`src/rtl/ecc_pkg.sv`:
```
package ecc_pkg;

  typedef enum logic [1:0] {
    MODE_BYPASS = 2'd0,
    MODE_REG    = 2'd1,
    MODE_MEM    = 2'd2,
    MODE_RSVD   = 2'd3
  } ecc_mode_e;

  localparam int WORD_W      = 32;
  localparam int VALID_BIT   = 30;
  localparam int FAILED_BIT  = 28;
  localparam int CORR_BIT    = 27;
  localparam int OPCODE_W    = 8;
  localparam int OPREG_COUNT = 2;

  localparam logic [31:0] OPREG0_RST = 32'h0130_0080;
  localparam logic [31:0] OPREG1_RST = 32'h01E0_0585;

  // Mask of the bit positions within a byte whose bit index has bit k set.
  function automatic logic [7:0] bit_sel_mask(input int k);
    logic [7:0] m;
    for (int b = 0; b < 8; b++) begin
      m[b] = ((b >> k) & 1) == 1;
    end
    return m;
  endfunction

endpackage

```
`src/rtl/ecc_opcode_regs.sv`:
```
module ecc_opcode_regs
  import ecc_pkg::*;
(
  input  logic                clk,
  input  logic                rst_n,
  input  logic                op_we,
  input  logic                op_sel,
  input  logic [31:0]         op_wdata,
  input  logic [OPCODE_W-1:0] cmd_opcode,
  output logic                start_match
);

  logic [31:0]          regs_q [OPREG_COUNT];
  logic [OPREG_COUNT-1:0] hit;

  for (genvar r = 0; r < OPREG_COUNT; r++) begin : g_reg
    localparam logic [31:0] RST_V = (r == 0) ? OPREG0_RST : OPREG1_RST;

    always_ff @(posedge clk or negedge rst_n) begin
      if (!rst_n) begin
        regs_q[r] <= RST_V;
      end else if (op_we && (op_sel == r[0])) begin
        regs_q[r] <= op_wdata;
      end
    end

    // Only the two start opcodes of each register arm the engine.
    assign hit[r] = (cmd_opcode == regs_q[r][7:0]) ||
                    (cmd_opcode == regs_q[r][15:8]);
  end

  assign start_match = |hit;

endmodule

```
`src/rtl/ecc_parity_acc.sv`:
```
module ecc_parity_acc
  import ecc_pkg::*;
#(
  parameter int IDX_W  = 9,
  localparam int AW     = IDX_W + 3,
  localparam int CODE_W = 2 * AW
) (
  input  logic              clk,
  input  logic              rst_n,
  input  logic              clear,
  input  logic              en,
  input  logic [IDX_W-1:0]  byte_idx,
  input  logic [7:0]        din,
  output logic [CODE_W-1:0] code_nxt
);

  logic [CODE_W-1:0] code_q;
  logic [2:0]        odd_col;
  logic [2:0]        even_col;
  logic              byte_par;
  logic [AW-1:0]     odd_term;
  logic [AW-1:0]     even_term;

  for (genvar k = 0; k < 3; k++) begin : g_col
    localparam logic [7:0] MK = bit_sel_mask(k);
    assign odd_col[k]  = ^(din & MK);
    assign even_col[k] = ^(din & ~MK);
  end

  assign byte_par  = ^din;
  assign odd_term  = {(byte_par ? byte_idx  : {IDX_W{1'b0}}), odd_col};
  assign even_term = {(byte_par ? ~byte_idx : {IDX_W{1'b0}}), even_col};

  always_comb begin
    code_nxt = code_q;
    if (en) begin
      code_nxt = code_q ^ {even_term, odd_term};
    end
  end

  always_ff @(posedge clk or negedge rst_n) begin
    if (!rst_n) begin
      code_q <= '0;
    end else if (clear) begin
      code_q <= '0;
    end else begin
      code_q <= code_nxt;
    end
  end

endmodule

```
`src/rtl/ecc_result_bank.sv`:
```
module ecc_result_bank
  import ecc_pkg::*;
#(
  parameter int MAX_CHUNKS = 4,
  parameter int CODE_W     = 24,
  localparam int CH_W      = (MAX_CHUNKS > 1) ? $clog2(MAX_CHUNKS) : 1,
  localparam int PAD_W     = CORR_BIT - CODE_W
) (
  input  logic              clk,
  input  logic              rst_n,
  input  logic              clear,
  input  logic              wr_en,
  input  logic [CH_W-1:0]   wr_idx,
  input  logic [CODE_W-1:0] wr_code,
  input  logic              wr_failed,
  input  logic [CH_W-1:0]   rd_idx,
  output logic [WORD_W-1:0] rd_data
);

  logic [CODE_W-1:0] inv_q   [MAX_CHUNKS];
  logic              valid_q [MAX_CHUNKS];
  logic              fail_q  [MAX_CHUNKS];
  logic [WORD_W-1:0] word    [MAX_CHUNKS];

  for (genvar c = 0; c < MAX_CHUNKS; c++) begin : g_ent
    always_ff @(posedge clk or negedge rst_n) begin
      if (!rst_n) begin
        inv_q[c]   <= '0;
        valid_q[c] <= 1'b0;
        fail_q[c]  <= 1'b0;
      end else if (clear) begin
        inv_q[c]   <= '0;
        valid_q[c] <= 1'b0;
        fail_q[c]  <= 1'b0;
      end else if (wr_en && (wr_idx == CH_W'(c))) begin
        inv_q[c]   <= ~wr_code;
        valid_q[c] <= 1'b1;
        fail_q[c]  <= wr_failed;
      end
    end

    assign word[c] = {1'b0, valid_q[c], 1'b0, fail_q[c], 1'b0,
                      {PAD_W{1'b0}}, inv_q[c]};
  end

  always_comb begin
    rd_data = '0;
    for (int c = 0; c < MAX_CHUNKS; c++) begin
      if (rd_idx == CH_W'(c)) rd_data = word[c];
    end
  end

endmodule

```
`src/rtl/ecc_page_gen.sv`:
```
module ecc_page_gen
  import ecc_pkg::*;
#(
  parameter int CHUNK_BYTES = 512,
  parameter int MAX_CHUNKS  = 4,
  localparam int IDX_W  = $clog2(CHUNK_BYTES),
  localparam int CODE_W = 2 * (IDX_W + 3),
  localparam int CH_W   = (MAX_CHUNKS > 1) ? $clog2(MAX_CHUNKS) : 1,
  localparam int CC_W   = $clog2(MAX_CHUNKS + 1)
) (
  input  logic              clk,
  input  logic              rst_n,
  input  logic              cfg_we,
  input  logic [3:0]        cfg_wdata,
  output logic [3:0]        cfg_q,
  input  logic              op_we,
  input  logic              op_sel,
  input  logic [31:0]       op_wdata,
  input  logic              cmd_valid,
  input  logic [7:0]        cmd_opcode,
  input  logic              dat_valid,
  output logic              dat_ready,
  input  logic [7:0]        dat_byte,
  input  logic              dat_last,
  output logic              busy,
  input  logic [CH_W-1:0]   rd_idx,
  output logic [WORD_W-1:0] rd_data
);

  logic              start_match;
  logic              mode_on;
  logic              start;
  logic              bypass_wr;
  logic              accept;
  logic              in_page;
  logic              feed;
  logic              chunk_full;
  logic              last_acc;
  logic              publish;
  logic              restart;
  logic [CC_W-1:0]   page_chunks;
  logic [CC_W-1:0]   chunk_q;
  logic [IDX_W-1:0]  byte_cnt_q;
  logic [CODE_W-1:0] code_nxt;

  always_ff @(posedge clk or negedge rst_n) begin
    if (!rst_n) cfg_q <= '0;
    else if (cfg_we) cfg_q <= cfg_wdata;
  end

  assign mode_on   = ecc_mode_e'(cfg_q[3:2]) != MODE_BYPASS;
  assign bypass_wr = cfg_we && (ecc_mode_e'(cfg_wdata[3:2]) == MODE_BYPASS);

  always_comb begin
    int n;
    case (cfg_q[1:0])
      2'd1:    n = 1;
      2'd2:    n = 2;
      default: n = 4;
    endcase
    if (n > MAX_CHUNKS) n = MAX_CHUNKS;
    page_chunks = CC_W'(n);
  end

  ecc_opcode_regs u_ops (
    .clk         (clk),
    .rst_n       (rst_n),
    .op_we       (op_we),
    .op_sel      (op_sel),
    .op_wdata    (op_wdata),
    .cmd_opcode  (cmd_opcode),
    .start_match (start_match)
  );

  assign start      = cmd_valid && mode_on && start_match;
  assign dat_ready  = !start;
  assign accept     = dat_valid && dat_ready;
  assign in_page    = busy && (chunk_q < page_chunks);
  assign feed       = accept && in_page;
  assign chunk_full = feed && (byte_cnt_q == IDX_W'(CHUNK_BYTES - 1));
  assign last_acc   = accept && dat_last && busy;
  assign publish    = chunk_full || (last_acc && in_page);
  assign restart    = start || bypass_wr;

  always_ff @(posedge clk or negedge rst_n) begin
    if (!rst_n) begin
      busy       <= 1'b0;
      chunk_q    <= '0;
      byte_cnt_q <= '0;
    end else if (bypass_wr) begin
      busy       <= 1'b0;
      chunk_q    <= '0;
      byte_cnt_q <= '0;
    end else if (start) begin
      busy       <= 1'b1;
      chunk_q    <= '0;
      byte_cnt_q <= '0;
    end else begin
      if (last_acc) busy <= 1'b0;
      if (chunk_full) begin
        chunk_q    <= chunk_q + 1'b1;
        byte_cnt_q <= '0;
      end else if (last_acc) begin
        byte_cnt_q <= '0;
      end else if (feed) begin
        byte_cnt_q <= byte_cnt_q + 1'b1;
      end
    end
  end

  ecc_parity_acc #(.IDX_W(IDX_W)) u_par (
    .clk      (clk),
    .rst_n    (rst_n),
    .clear    (restart || publish),
    .en       (feed),
    .byte_idx (byte_cnt_q),
    .din      (dat_byte),
    .code_nxt (code_nxt)
  );

  ecc_result_bank #(.MAX_CHUNKS(MAX_CHUNKS), .CODE_W(CODE_W)) u_bank (
    .clk       (clk),
    .rst_n     (rst_n),
    .clear     (restart),
    .wr_en     (publish),
    .wr_idx    (CH_W'(chunk_q)),
    .wr_code   (code_nxt),
    .wr_failed (!chunk_full),
    .rd_idx    (rd_idx),
    .rd_data   (rd_data)
  );

endmodule

```
`config.mk`:
```
export PLATFORM = sky130hd
export DESIGN_NAME = ecc_page_gen
export DESIGN_NICKNAME = d
export VERILOG_FILES = /design/src/rtl/ecc_pkg.sv /design/src/rtl/ecc_opcode_regs.sv /design/src/rtl/ecc_parity_acc.sv /design/src/rtl/ecc_result_bank.sv /design/src/rtl/ecc_page_gen.sv
export SDC_FILE = /design/constraint.sdc
export NUM_CORES = 1
export LEC_CHECK = 0
export BUFFER_PORTS_ARGS = -buffer_cell sky130_fd_sc_hd__clkbuf_2
export CORE_UTILIZATION = 34
export CTS_BUF_LIST = sky130_fd_sc_hd__clkbuf_8
export CTS_CLUSTER_SIZE = 30
export DETAILED_ROUTE_END_ITERATION = 7
export SLEW_MARGIN = 20
export SYNTH_ARGS = -nofsm -noshare
export SYNTH_HDL_FRONTEND = slang
export SYNTH_HIERARCHICAL = 1
export SYNTH_SLANG_ARGS = --single-unit
```
`constraint.sdc`:
```
create_clock -name clk -period 7.55 [get_ports clk]
set_clock_uncertainty 0.05 [all_clocks]
set_input_delay 0.755 -clock clk [delete_from_list [all_inputs] [get_ports clk]]
set_output_delay 0.755 -clock clk [all_outputs]
set_load 0.02 [all_outputs]
```
# Word level (Yosys, flattened, before mapping)
# Index checks and enable logic that the tools add are counted.
[classes]
n_addsub = 2
order_cmp = 2
n_eq_ne = 13
muxes = 45
bitwise = 4
n_reduce_logical = 42
[ops]
columns = ["cell", "n"]
rows = [
  ["$mux W24", 10],
  ["$mux W31", 4],
  ["$mux W9", 7],
  ["$reduce_xor A8 Y1", 7],
  ["$eq A8 B8 Y1", 4],
  ["$gt A32 B4 Y1 const B", 1],
  ["$not A24 Y24", 1],
  ["$xor A24 B24 Y24", 1],
  ["$mux W1", 19],
  ["$logic_and A1 B1 Y1", 16],
  ["$mux W3", 4],
  ["$eq A2 B2 Y1 const B", 5],
  ["$reduce_bool A2 Y1", 5],
  ["$add A9 B1 Y9 const B", 1],
  ["$eq A9 B9 Y1 const B", 1],
  ["$not A9 Y9", 1],
  ["$eq A2 B1 Y1 const B", 3],
  ["$logic_not A2 Y1", 3],
  ["$pmux W3 S2", 1],
  ["$reduce_bool A3 Y1", 2],
  ["$logic_or A1 B1 Y1", 5],
  ["$reduce_bool A5 Y1", 1],
  ["$add A3 B1 Y3 const B", 1],
  ["$lt A3 B3 Y1", 1],
  ["3 further kinds", 4],
]
[totals]
register_bits = 177
output_inout_bits = 38

# Logic depth before layout (Yosys ltp)
# Gate-level depths: netlist (run 1).
[depth]
word_depth = 13
mapped_depth = 14
mapped_depth_nobuf = 12

# Cells and area by module
# Netlist (run 1), hierarchy kept.
[modules_own_cells]
columns = ["module", "instances", "cells_per_inst", "area_per_inst_um2", "seq_area_each_um2"]
rows = [
  ["ecc_result_bank", 1, 414, 5281.3, 2602.5],
  ["ecc_opcode_regs", 1, 114, 1606.5, 808.3],
  ["ecc_parity_acc", 1, 154, 1472.7, 600.6],
  ["ecc_page_gen", 1, 105, 1006.0, 425.4],
]

# Least setup slack after synthesis (run 1)
# No wires, ideal clock.
[synth_timing]
kind = "register to register"
start = "register cfg_q[0]"
end = "register u_bank/inv_q[68] (netlist name)"
arrival_ns = 2.850
setup_slack_ns = 4.571
path_stages_with_launch = 14
n_path_buf = 2
synth_period_minus_slack_ns = 2.979
path_cell_list = "dfrtp_1 > inv_1 > ha_1 > inv_1 > ha_1 > nand2_1 > o2111ai_1 > clkbuf_1 > nor2_1 > clkbuf_1 > nor3b_1 > xor2_1 > or2_2 > mux2i_1"
[synth_via]
elab_chain_cells = 11
[synth_rtl]
columns = ["item", "line", "text"]
rows = [
  ["from (decl)", "ecc_page_gen.sv:15", "output logic [3:0] cfg_q,"],
  ["from (signal assigned)", "ecc_page_gen.sv:48", "else if (cfg_we) cfg_q <= cfg_wdata;"],
  ["$eq A2 B2 Y1 or $eq A2 B1 Y1 (tied branches)", "ecc_page_gen.sv:56", "case (cfg_q[1:0])"],
  ["$pmux W3 S2 (*)", "ecc_page_gen.sv:56", ""],
  ["$gt A32 B4 Y1", "ecc_page_gen.sv:61", "if (n > MAX_CHUNKS) n = MAX_CHUNKS;"],
  ["$mux W3 (*)", "ecc_page_gen.sv:61", ""],
  ["$lt A3 B3 Y1 (*)", "ecc_page_gen.sv:78", "assign in_page = busy && (chunk_q < page_chunks);"],
  ["$logic_and A1 B1 Y1 (*)", "ecc_page_gen.sv:78", ""],
  ["$logic_and A1 B1 Y1 (*)", "ecc_page_gen.sv:79", "assign feed = accept && in_page;"],
  ["net feed", "ecc_page_gen.sv:36", "logic feed;"],
  ["$mux W24 (*)", "ecc_parity_acc.sv:36", "if (en) begin"],
  ["net code_nxt[20]", "ecc_page_gen.sv:44", "logic [CODE_W-1:0] code_nxt;"],
  ["$not A24 Y24 (*)", "ecc_result_bank.sv:36", "inv_q[c] <= ~wr_code;"],
  ["$mux W24 (*)", "ecc_result_bank.sv:35", "end else if (wr_en && (wr_idx == CH_W'(c))) begin"],
  ["$mux W24 (*)", "ecc_result_bank.sv:31", "end else if (clear) begin"],
  ["to (signal, indexed assignment)", "ecc_result_bank.sv:36", ""],
  ["to (decl)", "ecc_result_bank.sv:20", "logic [CODE_W-1:0] inv_q [MAX_CHUNKS];"],
]
# Mark *: on every way through the listed nets, which the timed path passes. The rest lies on a longest branch. The select of a mux whose other input is x is not followed.
# A chain may end at the register's enable or synchronous reset.

# Final worst setup path (run 1)
[layout_timing]
start = "input port cmd_opcode[6]"
end = "register byte_cnt_q[2]"
[layout_via]
elab_chain_cells = 12
[layout_rtl]
columns = ["item", "line", "text"]
rows = [
  ["from (decl)", "ecc_page_gen.sv:20", "input logic [7:0] cmd_opcode,"],
  ["$eq A8 B8 Y1, on equally long branches", "ecc_opcode_regs.sv:28, ecc_opcode_regs.sv:29", ""],
  ["$logic_or A1 B1 Y1", "ecc_opcode_regs.sv:28", "assign hit[r] = (cmd_opcode == regs_q[r][7:0]) ||"],
  ["$reduce_or A2 Y1 (*)", "ecc_opcode_regs.sv:32", "assign start_match = |hit;"],
  ["net start_match", "ecc_page_gen.sv:30", "logic start_match;"],
  ["$logic_and A1 B1 Y1 (*)", "ecc_page_gen.sv:75", "assign start = cmd_valid && mode_on && start_match;"],
  ["$logic_not A1 Y1", "ecc_page_gen.sv:76", "assign dat_ready = !start;"],
  ["$logic_and A1 B1 Y1", "ecc_page_gen.sv:77", "assign accept = dat_valid && dat_ready;"],
  ["$logic_and A1 B1 Y1 (2 in series)", "ecc_page_gen.sv:81", "assign last_acc = accept && dat_last && busy;"],
  ["$mux W9", "ecc_page_gen.sv:103", "end else if (last_acc) begin"],
  ["$mux W9", "ecc_page_gen.sv:100", "if (chunk_full) begin"],
  ["$mux W9", "ecc_page_gen.sv:94", "end else if (start) begin"],
  ["$mux W9", "ecc_page_gen.sv:90", "end else if (bypass_wr) begin"],
  ["to (signal assigned)", "ecc_page_gen.sv:106", "byte_cnt_q <= byte_cnt_q + 1'b1;"],
  ["to (decl)", "ecc_page_gen.sv:43", "logic [IDX_W-1:0] byte_cnt_q;"],
]
# Mark *: on every way through the listed nets, which the timed path passes. The rest lies on a longest branch.

==> results of run 1 <==
==> per-stage QoR <==
step,total power (W),setup WS [ns],util [%],std cells,cell area [um2]
after floorplan,0.001194,4.571,-,792,9385
after global placement,0.001265,3.366,36.89,1163,9943
after detailed placement,0.001268,3.393,36.89,1163,9943
after CTS,0.001918,3.776,38.29,1195,10320
after global routing,0.001989,3.688,38.33,1195,10330
final,0.001891,3.961,38.33,1195,10330
==> report_power, final <==
group | internal, W | switching [W]
registers | 0.000986 | 0.0000261
clock network | 0.000244 | 0.000399
logic | 0.0000979 | 0.000138
==> per-layer routing <==
layer	GRT usage [%]	share of wire, %
met1	22.31	51
met2	23.21	45
met3	3.244	3.8
met4	4.069	0.84
met5	0	0
==> synthesized netlist by cell type (2+ instances only) <==
cell and n:
mux4_2 26, xor2_1 44, a21oi_1 19, o31ai_1 4, a211oi_1 14, xnor2_1 16
a31oi_1 16, nand2b_1 90, buf_1 5, nor2_1 13, buf_12 3, o211ai_1 4
buf_6 5, mux2_2 15, nand3_1 9, xor2_2 2, nor3b_2 2, o2111ai_1 4
mux2_1 16, nor3b_1 8, nand2_1 34, mux2i_1 86, dfstp_2 6, or2_2 25
buf_4 10, nor4_1 8, mux2_4 12, or3_1 10, inv_1 12, clkbuf_1 23
ha_1 7, nand3b_1 2, and3_1 3, o21ai_0 17, buf_2 11, nor2b_1 18
dfrtp_1 171
==> kinds of logic after synthesis <==
family	after synthesis	synth area share (%)
AO/OA/AOI/OAI	83	5.824
XOR/XNOR	62	5.958
adder cells (fa/ha/maj)	7	0.9350
buffers and inverters	70	4.288
flip-flops	177	47.37
multiplexers	155	21.09
other	1	0.04004
AND/OR/NAND/NOR	232	14.49
==> layout make-up <==
type	count	area, um2	area share [%]
Multi-Input combinational cell	545	4572	44.25
Clock buffer	17	234.0	2.265
Tap cell	341	426.7	4.130
Sequential cell	177	4437	42.95
Clock inverter	15	142.6	1.381
Timing Repair Buffer	88	474.2	4.590
Inverter	12	45.04	0.4360
==> flip-flops by register name, indices dropped and copies added (netlist names) <==
| register | cells |
|---|---|
| busy | 1 |
| u_bank/fail_q | 4 |
| byte_cnt_q | 9 |
| u_bank/valid_q | 4 |
| chunk_q | 3 |
| u_bank/inv_q | 96 |
| u_par/code_q | 24 |
| cfg_q | 4 |
| u_ops/regs_q | 32 |
==> worst max path at each step <==
stage | end | slack [ns] | cells after the start
6_report | byte_cnt_q[2]$_DFFE_PN0P_ | 3.96 | 11
5_1_grt | byte_cnt_q[8]$_DFFE_PN0P_ | 3.69 | 11
3_5_place_dp | byte_cnt_q[2]$_DFFE_PN0P_ | 3.39 | 11
2_1_floorplan | u_bank/inv_q[68]$_DFFE_PN0P_ | 4.57 | 13
3_3_place_gp | byte_cnt_q[2]$_DFFE_PN0P_ | 3.37 | 11
4_1_cts | u_bank/inv_q[27]$_DFFE_PN0P_ | 3.78 | 11
==> critical path, cell delays in order <==
cell      delay (ns)
clkbuf_2        0.14
xor2_1          0.17
nor4_1          0.37
nand2_1         0.11
nand4_1         0.12
o211a_1         0.44
or2_2           0.19
buf_4           0.45
buf_4           0.57
a2111o_1        0.41
o21ai_0         0.15
==> impl_metrics.csv, run 1 <==
group,metric,value,unit
status,status,"completed",
worst_setup_path,rrSetupSlack,4.02,ns
timing,grt_setup_unrepaired,"no",
worst_setup_path,crit_type,"in -> reg",
floorplan,die_area,0.02822,mm2
clock_network,clockBufferDepth,2,
global_routing,global_route.overflow_total,0,
floorplan,core_area,0.02695,mm2
worst_hold_path,hold_path.class,"in -> async",
synth,synth_cell_type_count,54,
finish,antenna-diode-count,0,
synth,synth.largest_area_cell,"dfrtp_1",
global_routing,first_global_vias,6213,
worst_setup_path,worstReg2RegEnd,"byte_cnt_q[2]$_DFFE_PN0P_",
timing,finalMaxSlewViolations,0,
floorplan,die_h,168.0,um
drt,vias_per_cell,5.013,
worst_setup_path,required,7.85,ns
synth,async_flop_share,100.0,%
power,powerDensity,183.1,mW/mm2
worst_setup_path,r2r_cells,10,
worst_setup_path,crit-reg2reg-launch,"u_ops/regs_q[46]$_DFFE_PN0P_",
floorplan,io_pins,100,
global_routing,grt_max_degree,106,
run,cap_violations,0,
synth,netlist_instances,787,
drt,route.detailed.drc,0,
timing,whs,0.3535,ns
drt,drtAntennaViolNets,0,
power,vdd_drop_max,105.7,uV
timing,setup_violations,0,
synth,synth-edff-count,0,
synth,netlist_area,0.009366,mm2
synth,ys_ff_latch,177,
clock_network,clock_sinks,177,
timing,max_slew_margin,28.39,%
worst_setup_path,cp-start-kind,"input pin",
drt,drt_pass1_iterations,4,
worst_setup_path,crit_fanout,70,
worst_setup_path,cp-end-kind,"register",
timing,hold_viol_final,0,
timing,worstMarginPinSlew,1.073,ns
synth,synth_seq_area_share,47.37,%
floorplan,start_util,34.75,%
timing,min_period,3.589,ns
synth,avgSynthCellArea,11.90,um2
global_routing,grt_pass1_wl,34110,um
power,total_leakage_power,5.092,nW
finish,fillers,2628,
timing,max_freq,278.6,MHz
drt,drtIter0Drc,344,
finish,final_net_count,910,
finish,syn_to_final_growth,10.30,%
finish,drive_gt1_share,25.41,%
drt,avgRoutedWirePerCell,17.24,um
placement,gp_congestion,0.7496,
synth,synth_top_area_share,45.69,%
clock_network,cts_tree,"yes",
drt,routed_wl,20600,um
clock_network,post_cts_resize_count,0,
worst_setup_path,crit_arrival,3.89,ns
timing,finalCritPeriodShare,47.54,%
synth,yosys_most_used_dff,"dfrtp_1",
clock_network,numCtsBuffers,17,
clock_network,hold_buffers,0,
clock_network,post_cts_buffers,0,
worst_setup_path,startpoint,"cmd_opcode[6]",
finish,final_common_cell,"dfrtp_1",
clock_network,h-tree-depth,4,
placement,dp_hpwl,13050,um
placement,portBuffers,77,
drt,num_vias,5991,
finish,mostFrequentLayoutCells,"171 x dfrtp_1, 90 x nand2b_1, 86 x mux2i_1",
clock_network,clkTransAtPathRegs,0.10,ns
floorplan,row_count,60,
floorplan,die_w,168.0,um
global_routing,antenna_found_initial,0,
synth,yosys_warnings,6,
global_routing,grt.total_usage,15.39,%
synth,ys_top_cells_by_area,"dfrtp_1 46%, mux2i_1 9.2%, mux4_2 6.3%",
timing,timing.setup.tns,0,ns
clock_network,cts_root_buf,"clkbuf_8",
clock_network,clock_latency,0.47,ns
Power figures use the tool's default switching activity.
==> inputs of run 2 (changes only) <==
Settings changed: ABC_AREA set to 1.
Clock period 7.55 ns to 3.4 ns, I/O delays scaled along.
==> run 2 against run 1 <==
  * Setup slack lost 3.6 ns
  * Register-to-register slack lost 3.7 ns
  * Routed wire length grew 27%
  * Synthesized cell count grew 66%
  * Critical path depth grew 11
  * Area after synthesis grew 4.0%
  * Die area grew 4.0%
==> impl_metrics.csv, run 2 <==
group,metric,value,unit
finish,drive_gt1_share,15.32,%
timing,worstMarginPinSlew,0.9490,ns
finish,largest_register_ffs,96,
timing,grt_setup_unrepaired,"no",
clock_network,clockBufferDepth,2,
timing,finalMaxSlewViolations,0,
placement,gp_congestion,0.7710,
worst_hold_path,hold_start,"op_wdata[2]",
drt,route.detailed.drc,0,
worst_setup_path,required,3.79,ns
synth,async_flop_share,100.0,%
synth,netlist_area,0.009744,mm2
drt,drtAntennaViolNets,0,
timing,min_period,3.040,ns
finish,regMostFlops,"u_bank/inv_q",
placement,dp.cells,1720,
global_routing,grt_pass1_wl,43510,um
timing,postLayoutSetupSlackWorst,0.3598,ns
timing,finalCritPeriodShare,89.42,%
drt,drt_pass1_iterations,5,
worst_setup_path,cp-end-kind,"register",
finish,final_cells,1755,
power,vdd_drop_max,230.2,uV
worst_setup_path,crit_fanout,36,
clock_network,clkTransAtPathRegs,0.13,ns
synth,netlist_instances,1306,
synth,ys_top_cells_by_area,"dfrtp_1 44%, nand2_1 17%, nand3_1 10%",
timing,whs,0.02944,ns
synth,synth-edff-count,0,
finish,final_common_cell,"nand2_1",
clock_network,cts_tree,"yes",
worst_setup_path,startpoint,"u_ops/regs_q[39]$_DFFE_PN1P_",
floorplan,die_h,171.3,um
synth,ys_ff_latch,177,
drt,drtIter0Drc,800,
worst_setup_path,crit_type,"reg -> reg",
finish,reg.largest.list,"u_bank/inv_q x96, u_ops/regs_q x32, u_par/code_q x24",
worst_hold_path,hold_path.class,"in -> reg",
power,p_total,0.005147,W
floorplan,core_area,0.02801,mm2
synth,synth.most_common_cell,"nand2_1",
synth,avgSynthCellArea,7.461,um2
placement,portBuffers,77,
clock_network,post_cts_buffers,0,
timing,hold_viol_final,0,
synth,synth.largest_area_cell,"dfrtp_1",
timing,max_freq,328.9,MHz
clock_network,clock_latency,0.48,ns
finish,antenna-diode-count,0,
power,powerDensity,467.6,mW/mm2
synth,yosys_warnings,6,
drt,avgRoutedWirePerCell,14.92,um
worst_setup_path,crit_arrival,3.43,ns
worst_setup_path,crit-reg2reg-launch,"u_ops/regs_q[39]$_DFFE_PN1P_",
floorplan,row_count,61,
timing,max_slew_margin,36.58,%
clock_network,clock_sinks,177,
drt,num_vias,8606,
global_routing,first_global_vias,8271,
synth,synth_cell_type_count,35,
floorplan,io_pins,100,
global_routing,grt_max_degree,90,
placement,dp_hpwl,16490,um
finish,syn_to_final_growth,12.94,%
floorplan,die_w,171.3,um
global_routing,antenna_found_initial,0,
status,status,"completed",
synth,ys_top_cells_by_count,"447 x nand2_1, 204 x nand3_1, 171 x dfrtp_1, 122 x inv_1, 72 x nor2_1",
synth,synth_seq_area_share,45.53,%
floorplan,start_util,34.79,%
worst_setup_path,cp-start-kind,"register",
timing,timing.setup.tns,0,ns
finish,final_net_count,1433,
power,total_leakage_power,5.935,nW
clock_network,h-tree-depth,4,
global_routing,global_route.overflow_total,0,
drt,routed_wl,26190,um
placement,place_ws,0.1919,ns
timing,setup_violations,0,
clock_network,cts_root_buf,"clkbuf_8",
clock_network,numCtsBuffers,17,
drt,vias_per_cell,4.904,
synth,synth_top_area_share,43.91,%
synth,yosys_most_used_dff,"dfrtp_1",
run,cap_violations,0,
finish,mostFrequentLayoutCells,"446 x nand2_1, 204 x nand3_1, 171 x dfrtp_1",
finish,fillers,2987,
global_routing,grt.total_usage,18.84,%
floorplan,die_area,0.02934,mm2
[run 2: power by group]
part	total, W	internal [W]	switching [W]
clock network	0.00155	0.000581	0.000973
logic	0.00111	0.000337	0.000773
registers	0.00248	0.00231	0.000174
total	0.00515	0.00323	0.00192
[run 2: repair_timing]
action,in CTS,in global routing
setup endpoints to repair,0,18
hold buffers,2,1
gates resized for setup,0,5
hold endpoints to repair,80,1
[run 2: kinds of logic after synthesis]
family                     Yosys count  share of synthesized area [%]
AOI/OAI and AO/OA                   59                          3.236
xor gates and xnor gates            16                          1.438
adders and majority gates            7                         0.8988
buffers and inverters              217                          9.938
DFF                                177                          45.53
other                                1                        0.03848
and+or+nand+nor                    829                          38.92
[run 2: path summary, 6_finish.rpt]
check / depth (start not counted) / slack (ns) / end
min reg2reg: 2 / 0.46 / u_ops/regs_q[0]$_DFFE_PN1P_
max reg2reg: 22 / 0.36 / u_bank/inv_q[19]$_DFFE_PN0P_
max in group asynchronous: 3 / 2.02 / byte_cnt_q[8]$_DFFE_PN0P_
min: 3 / 0.03 / u_ops/regs_q[2]$_DFFE_PN1P_
min in group asynchronous: 2 / 0.45 / u_bank/inv_q[52]$_DFFE_PN0P_
max: 22 / 0.36 / u_bank/inv_q[19]$_DFFE_PN0P_
[run 2: metrics by stage]
step | instance area (um2) | util, %
after floorplan | 9763 | -
after global placement | 10520 | 37.55
after detailed placement | 10520 | 37.55
after CTS | 10980 | 39.19
after global routing | 11010 | 39.29
final | 11010 | 39.29
[run 2: routing by layer]
layer	vias to the layer above	part of all wire, %	GRT usage (%)
met4	0	0.82	4.387
li1	4287	-	-
met5	-	0	0
met1	4072	49	26.50
met3	15	5.4	3.175
met2	232	45	30.08
[run 2: cell type report]
| type | count | area (um2) | area share [%] |
|---|---|---|---|
| tap | 378 | 473.0 | 4.297 |
| multi-input combinational | 917 | 4377 | 39.77 |
| timing repair buffer | 111 | 754.5 | 6.855 |
| sequential | 177 | 4437 | 40.31 |
| clock inverter | 15 | 203.9 | 1.853 |
| inverter | 140 | 526.8 | 4.786 |
| clock buffer | 17 | 234.0 | 2.126 |
[run 2: critical path, stage by stage (launching register included)]
cell,delay (ns)
dfstp_2,0.57
inv_1,0.04
nand2_1,0.05
nand2_1,0.05
nor2_1,0.10
nand2_1,0.09
nor2_1,0.11
nor2_1,0.04
nand2_1,0.09
nand2_1,0.10
nor2_2,0.21
nor2_2,0.08
nand2_4,0.09
inv_1,0.11
nand3_2,0.17
nand2_8,0.19
nand3_1,0.12
nand2_1,0.06
nand2_1,0.07
inv_1,0.04
nor2_1,0.34
nand4_1,0.13
nand2_1,0.08
